===== config.mk =====
export PLATFORM = sky130hd
export DESIGN_NAME = slack_dvfs_ctrl
export DESIGN_NICKNAME = d
export VERILOG_FILES = /design/src/rtl/slack_dvfs_pkg.sv /design/src/rtl/slack_bank.sv /design/src/rtl/dwell_timer.sv /design/src/rtl/op_req_port.sv /design/src/rtl/slack_dvfs_ctrl.sv
export SDC_FILE = /design/constraint.sdc
export NUM_CORES = 1
export LEC_CHECK = 0
export ABC_AREA = 1
export BUFFER_PORTS_ARGS = -buffer_cell sky130_fd_sc_hd__buf_2
export CORE_ASPECT_RATIO = 0.7
export CORE_MARGIN = 2
export CORE_UTILIZATION = 39
export DETAILED_ROUTE_END_ITERATION = 10
export SLEW_MARGIN = 20
export SYNTH_ARGS = -nofsm -noshare
export SYNTH_HDL_FRONTEND = slang
export SYNTH_SLANG_ARGS = --single-unit
export TNS_END_PERCENT = 30

===== constraint.sdc =====
create_clock -name clk_i -period 3.48 [get_ports clk_i]
set_clock_uncertainty 0.15 [all_clocks]
set_input_delay 0 -clock clk_i [delete_from_list [all_inputs] [get_ports clk_i]]
set_output_delay 0 -clock clk_i [all_outputs]
set_load 0.1 [all_outputs]

===== src/rtl/slack_dvfs_pkg.sv =====
package slack_dvfs_pkg;
  typedef enum logic {
    OP_FAST = 1'b0,
    OP_SLOW = 1'b1
  } op_e;
endpackage


===== src/rtl/slack_bank.sv =====
module slack_bank #(
  parameter int SLACK_W = 16,
  parameter int T_W     = 12
) (
  input  logic               clk_i,
  input  logic               rst_ni,
  input  logic               add_en_i,
  input  logic [T_W-1:0]     budget_i,
  input  logic [T_W-1:0]     actual_i,
  input  logic               take_en_i,
  input  logic [SLACK_W-1:0] take_amt_i,
  output logic [SLACK_W-1:0] slack_o
);
  localparam int CALC_W = SLACK_W + 2;
  localparam logic signed [CALC_W-1:0] MAX_S = $signed({2'b00, {SLACK_W{1'b1}}});

  logic [SLACK_W-1:0] slack_q;
  logic signed [CALC_W-1:0] gain, take, sum;

  always_comb begin
    gain = '0;
    take = '0;
    if (add_en_i)
      gain = $signed({{(CALC_W-T_W){1'b0}}, budget_i})
           - $signed({{(CALC_W-T_W){1'b0}}, actual_i});
    if (take_en_i)
      take = $signed({2'b00, take_amt_i});
    sum = $signed({2'b00, slack_q}) + gain - take;
  end

  always_ff @(posedge clk_i or negedge rst_ni) begin
    if (!rst_ni)              slack_q <= '0;
    else if (sum < 0)         slack_q <= '0;
    else if (sum > MAX_S)     slack_q <= {SLACK_W{1'b1}};
    else                      slack_q <= sum[SLACK_W-1:0];
  end

  assign slack_o = slack_q;
endmodule


===== src/rtl/dwell_timer.sv =====
module dwell_timer #(
  parameter int MIN_DWELL = 8
) (
  input  logic clk_i,
  input  logic rst_ni,
  input  logic load_i,
  output logic busy_o
);
  localparam int CNT_W = $clog2(MIN_DWELL + 1);
  localparam logic [CNT_W-1:0] LOAD_V = CNT_W'(MIN_DWELL);

  logic [CNT_W-1:0] cnt_q;

  always_ff @(posedge clk_i or negedge rst_ni) begin
    if (!rst_ni)           cnt_q <= '0;
    else if (load_i)       cnt_q <= LOAD_V;
    else if (cnt_q != '0)  cnt_q <= cnt_q - 1'b1;
  end

  assign busy_o = (cnt_q != '0);
endmodule


===== src/rtl/op_req_port.sv =====
module op_req_port
  import slack_dvfs_pkg::*;
(
  input  logic clk_i,
  input  logic rst_ni,
  input  logic issue_i,
  input  op_e  target_i,
  input  logic ack_i,
  output logic req_o,
  output op_e  op_req_o,
  output op_e  op_o,
  output logic applied_o
);
  logic req_q;
  op_e  op_req_q, op_q;

  always_ff @(posedge clk_i or negedge rst_ni) begin
    if (!rst_ni) begin
      req_q    <= 1'b0;
      op_req_q <= OP_FAST;
      op_q     <= OP_FAST;
    end else if (req_q && ack_i) begin
      req_q <= 1'b0;
      op_q  <= op_req_q;
    end else if (issue_i && !req_q) begin
      req_q    <= 1'b1;
      op_req_q <= target_i;
    end
  end

  assign req_o     = req_q;
  assign op_req_o  = op_req_q;
  assign op_o      = op_q;
  assign applied_o = req_q && ack_i;
endmodule


===== src/rtl/slack_dvfs_ctrl.sv =====
module slack_dvfs_ctrl
  import slack_dvfs_pkg::*;
#(
  parameter int SLACK_W     = 16,
  parameter int T_W         = 12,
  parameter int SLOW_FACTOR = 2,
  parameter int MIN_DWELL   = 8
) (
  input  logic               clk_i,
  input  logic               rst_ni,
  input  logic [SLACK_W-1:0] thresh_i,
  input  logic               done_valid_i,
  input  logic [T_W-1:0]     done_budget_i,
  input  logic [T_W-1:0]     done_actual_i,
  input  logic               dispatch_i,
  input  logic [T_W-1:0]     disp_budget_i,
  input  logic               ack_i,
  output logic               req_o,
  output logic               op_req_o,
  output logic               op_o,
  output logic [SLACK_W-1:0] slack_o
);
  localparam logic [31:0] STRETCH   = 32'(SLOW_FACTOR - 1);
  localparam logic [31:0] SLACK_MAX = 32'((64'd1 << SLACK_W) - 1);

  logic [31:0]        cost_full;
  logic [SLACK_W-1:0] cost, slack;
  logic               want_slow, issue, runs_slow, applied, busy, req;
  op_e                want, cur_tgt, op_app;

  // cost of a slowed run = extra cycles beyond its full-speed budget
  always_comb begin
    cost_full = 32'(disp_budget_i) * STRETCH;
    cost      = (cost_full > SLACK_MAX) ? {SLACK_W{1'b1}} : cost_full[SLACK_W-1:0];
    want_slow = (slack >= thresh_i) && (slack >= cost);
    want      = want_slow ? OP_SLOW : OP_FAST;
    issue     = dispatch_i && (want != cur_tgt) && !req && !busy;
    runs_slow = dispatch_i && ((issue ? want : cur_tgt) == OP_SLOW);
  end

  slack_bank #(.SLACK_W(SLACK_W), .T_W(T_W)) u_bank (
    .clk_i      (clk_i),
    .rst_ni     (rst_ni),
    .add_en_i   (done_valid_i),
    .budget_i   (done_budget_i),
    .actual_i   (done_actual_i),
    .take_en_i  (runs_slow),
    .take_amt_i (cost),
    .slack_o    (slack)
  );

  dwell_timer #(.MIN_DWELL(MIN_DWELL)) u_dwell (
    .clk_i  (clk_i),
    .rst_ni (rst_ni),
    .load_i (applied),
    .busy_o (busy)
  );

  op_req_port u_port (
    .clk_i     (clk_i),
    .rst_ni    (rst_ni),
    .issue_i   (issue),
    .target_i  (want),
    .ack_i     (ack_i),
    .req_o     (req),
    .op_req_o  (cur_tgt),
    .op_o      (op_app),
    .applied_o (applied)
  );

  assign req_o    = req;
  assign op_req_o = cur_tgt;
  assign op_o     = op_app;
  assign slack_o  = slack;
endmodule


==> metrics list <==
- Result of the run: finished, violations left
* Violated checks: setup timing
- The number of clock buffers added by TritonCTS is 3.
* Arrival @ worst endpoint: 4.13 ns
- STA classifies the critical path endpoint as a register.
* Post-synthesis sequential element count: 23
- Die outline height: 86.0 µm
* Via count of the first global-routing pass: 4,177
* Req. time, crit path: 3.48 ns
- HPWL after detailed placement: 9430 µm
* Residual overflow from global routing: 0
* Post-synthesis to final-layout area growth: 60.3%
* Number of max-slew violations in the final report: 0
- The first global-routing pass estimated 19,700 µm of wire.
- The floorplan has 29 rows.
- Kind of start point of the critical path: register
- With fillers left out, the area of the finished cells amounts to 6000 µm².
- CTS H-tree lvls: 1
* Worst setup slack after layout: -0.648 ns
- Path depth of the worst reg2reg path: 31
- For this run, design rule violations remaining after detail routing come to 0.
- Post-DP Area: 5280 µm²
- The number of antenna diodes in the final layout is 0.
- Summing over every cut layer, the via total after detailed routing is 4,230.
- Port Buf Inserts: 75
* Nets in the synthesized netlist: 703
- Reg2reg start: u_bank.slack_o[7]$_DFF_PN0_
- Prior to clock tree synthesis, the placed netlist has a worst setup slack of -0.634 ns.
- The first detailed-routing pass took 4 iterations.
- Among all flip-flop cells after synthesis, the most frequent one is sky130_fd_sc_hd__dfrtp_1.
- Total wirelength of the detailed-routed design: 11,900 µm
- Counting distinct cell types in the post-synthesis netlist gives 35.
- Global routing used 23.6% of the available tracks.
- In this run the cell area of the synthesized design comes to 3740 µm².
* Maximum clock frequency: 242 MHz
- The min-delay analysis places its worst path in the category primary input to async pin.
- Starting Density: 40.8%
* Number of antenna violations at the first check in global routing: 0
* Ys async rst share: 100%
- The synthesized design contains 0 enable-type register cells.
- Among all stages on the critical path, the largest delay is contributed by sky130_fd_sc_hd__dfrtp_4.
- For this run, the slowest stage of the critical path takes 0.51 ns.
* Mean post-synth cell area: 6.57 µm²
- Headroom to the max-slew limit: 63.3%
- The endpoint identified for the worst register-to-register timing path is u_port.req_o$_DFFE_PN0P_.
* Biggest fanout along the worst timing path: 3
- Cell count after synthesis: 570
* Post-CTS clock slew at the launch and capture registers of the worst setup and hold paths: 0.07 ns
- CTS Sinks: 23
- Max-cap violations in this run came to 0.
- The smallest clock period supported by the final layout is computed as 4.13 ns.
- For flop-to-flop paths, the worst setup slack is -0.65 ns.
* Unrepaired setup endpoints after global routing: yes
* Mean number of vias per cell: 4.68
- Longest Clk Path Bufs: 2
* Number of nets still failing antenna checks after routing: 0
- Entering global routing, the biggest net connects 24 pins.
- The die covers 10,400 µm².
* Share of the cycle needed by the critical path after routing: 119%
* Final Hold Slack: 0.104 ns
- Top-level port count: 76
- Setup violation total in the final timing report: 18
* Core outline area: 9180 µm²
* Clock root buffer: sky130_fd_sc_hd__clkbuf_16
- Final-layout setup total negative slack: -8.91 ns
- In the final routed layout, each cell accounts on average for 13.2 µm.
- Detailed Route Iter0 Violations: 176
- The post-route netlist has 44.5% of its cells at a drive strength greater than 1.
- Insertion delay to the later sink of the worst-skew pair: 0.26 ns
- TritonCTS built the clock tree.
* Worst slew pin tran: 0.550 ns
- Sequential elements use 15.4% of the synthesized area.
- Counting the fill cells in the layout gives 787.
- Total number of nets in the final design: 914
* Top library cells by usage in the layout, fill and taps aside: sky130_fd_sc_hd__inv_1, sky130_fd_sc_hd__buf_4, sky130_fd_sc_hd__nand2_1, sky130_fd_sc_hd__buf_2, sky130_fd_sc_hd__ha_1
* Cell repeated most along the worst path: sky130_fd_sc_hd__buf_4
- The die is 121 µm wide.
* Most frequent standard cell in the layout excluding fill and tap cells: sky130_fd_sc_hd__inv_1
- Routability-driven placement finished with a final weighted congestion of 0.934.
- The Yosys step of the flow raised 0 warnings.
* Total count of hold-check failures in the final report: 0
- Worst Path Class, Setup: register to register
-- cell usage after synthesis (2+ instances only) --
cell                       count  area [µm²]
sky130_fd_sc_hd__inv_1       141         529
sky130_fd_sc_hd__nand2_1     133         499
sky130_fd_sc_hd__ha_1         62         776
sky130_fd_sc_hd__nor2_1       44         165
sky130_fd_sc_hd__a21oi_1      35         175
sky130_fd_sc_hd__nand3_1      27         135
sky130_fd_sc_hd__dfrtp_1      23         576
sky130_fd_sc_hd__o21ai_0      22         110
sky130_fd_sc_hd__fa_1         14         280
sky130_fd_sc_hd__xor2_1        9        78.8
sky130_fd_sc_hd__inv_2         7        26.3
sky130_fd_sc_hd__nor3_1        6        30.0
sky130_fd_sc_hd__o21ai_2       6        52.6
sky130_fd_sc_hd__nand2_2       5        31.3
sky130_fd_sc_hd__nand4_1       5        31.3
sky130_fd_sc_hd__or2_2         4        25.0
sky130_fd_sc_hd__nand3b_1      3        22.5
sky130_fd_sc_hd__xnor2_1       3        26.3
sky130_fd_sc_hd__a21o_1        2        15.0
sky130_fd_sc_hd__a21oi_2       2        17.5
sky130_fd_sc_hd__a31oi_1       2        12.5
sky130_fd_sc_hd__buf_6         2        22.5
-- per-layer routing --
layer / up-vias / routed length, µm / track usage (%)
met2: 90 / 5470 / 39.6
met1: 1944 / 5860 / 34.3
met5: - / 0 / 0
met3: 14 / 475 / 1.46
li1: 2182 / - / -
met4: 0 / 119 / 2.75
-- final cells by class --
type	count	area (µm²)	share of cell area, %
multi-input cells	396	3120	52.1
clock buffers	3	75.1	1.25
clock inverters	1	5.00	0.0834
repair buffers	209	1450	24.2
well taps	124	155	2.58
inverters	148	563	9.38
flip-flops and latches	23	626	10.4
-- how the worst max path moves through the flow --
stage,startpoint,to,slack (ns),cells after the start
after floorplan,u_bank.slack_o[7]$_DFF_PN0_,u_bank.slack_o[1]$_DFF_PN0_,-0.32,27
after global placement,u_bank.slack_o[7]$_DFF_PN0_,u_bank.slack_o[15]$_DFF_PN0_,-0.55,24
after detailed placement,u_bank.slack_o[7]$_DFF_PN0_,u_bank.slack_o[15]$_DFF_PN0_,-0.63,24
after CTS,u_bank.slack_o[5]$_DFF_PN0_,u_port.req_o$_DFFE_PN0P_,-0.51,31
after global routing,u_bank.slack_o[5]$_DFF_PN0_,u_port.req_o$_DFFE_PN0P_,-0.81,31
final,u_bank.slack_o[7]$_DFF_PN0_,u_port.req_o$_DFFE_PN0P_,-0.65,31
-- cell families (layout without fill, tap and decap cells) --
kind of cell    Yosys count  in the layout  synth area share, %
compound gates           76             76                 11.8
xor+xnor                 12             12                 2.81
fa+ha+maj                76             76                 28.2
buf+inv                 151            361                 15.6
flops                    23             23                 15.4
simple gates            232            232                 26.2
-- per-stage QoR --
stage	utilization (%)	instances
4_1_cts	64.1	902
5_1_grt	65.4	904
3_3_place_gp	57.5	856
2_1_floorplan	-	570
6_report	65.4	904
3_5_place_dp	57.5	856
-- state kept, by name, indices dropped and copies added (netlist names) --
name             count
u_port.req_o         1
u_port.op_req_o      1
u_bank.slack_o      16
u_dwell.cnt_q        4
u_port.op_o          1
-- timing repair --
item / 4_1_cts / 5_1_grt
hold buffers: 2 / 0
setup endpoints to repair: 16 / 18
pin swaps: 21 / 38
buffers inserted: 39 / 2
gates cloned: 1 / 0
hold endpoints to repair: 28 / 0
gates resized for setup: 53 / 32
-- worst max-delay path, delay by kind of cell, from the launching register on --
kind          cells  cell delay, ns
fa+ha+maj         1            0.30
flops             1            0.51
simple gates     12            0.87
buf+inv          18            2.18
Power is not shown: default switching activity piles up to over one toggle a cycle in this logic, so the estimate is an artifact.
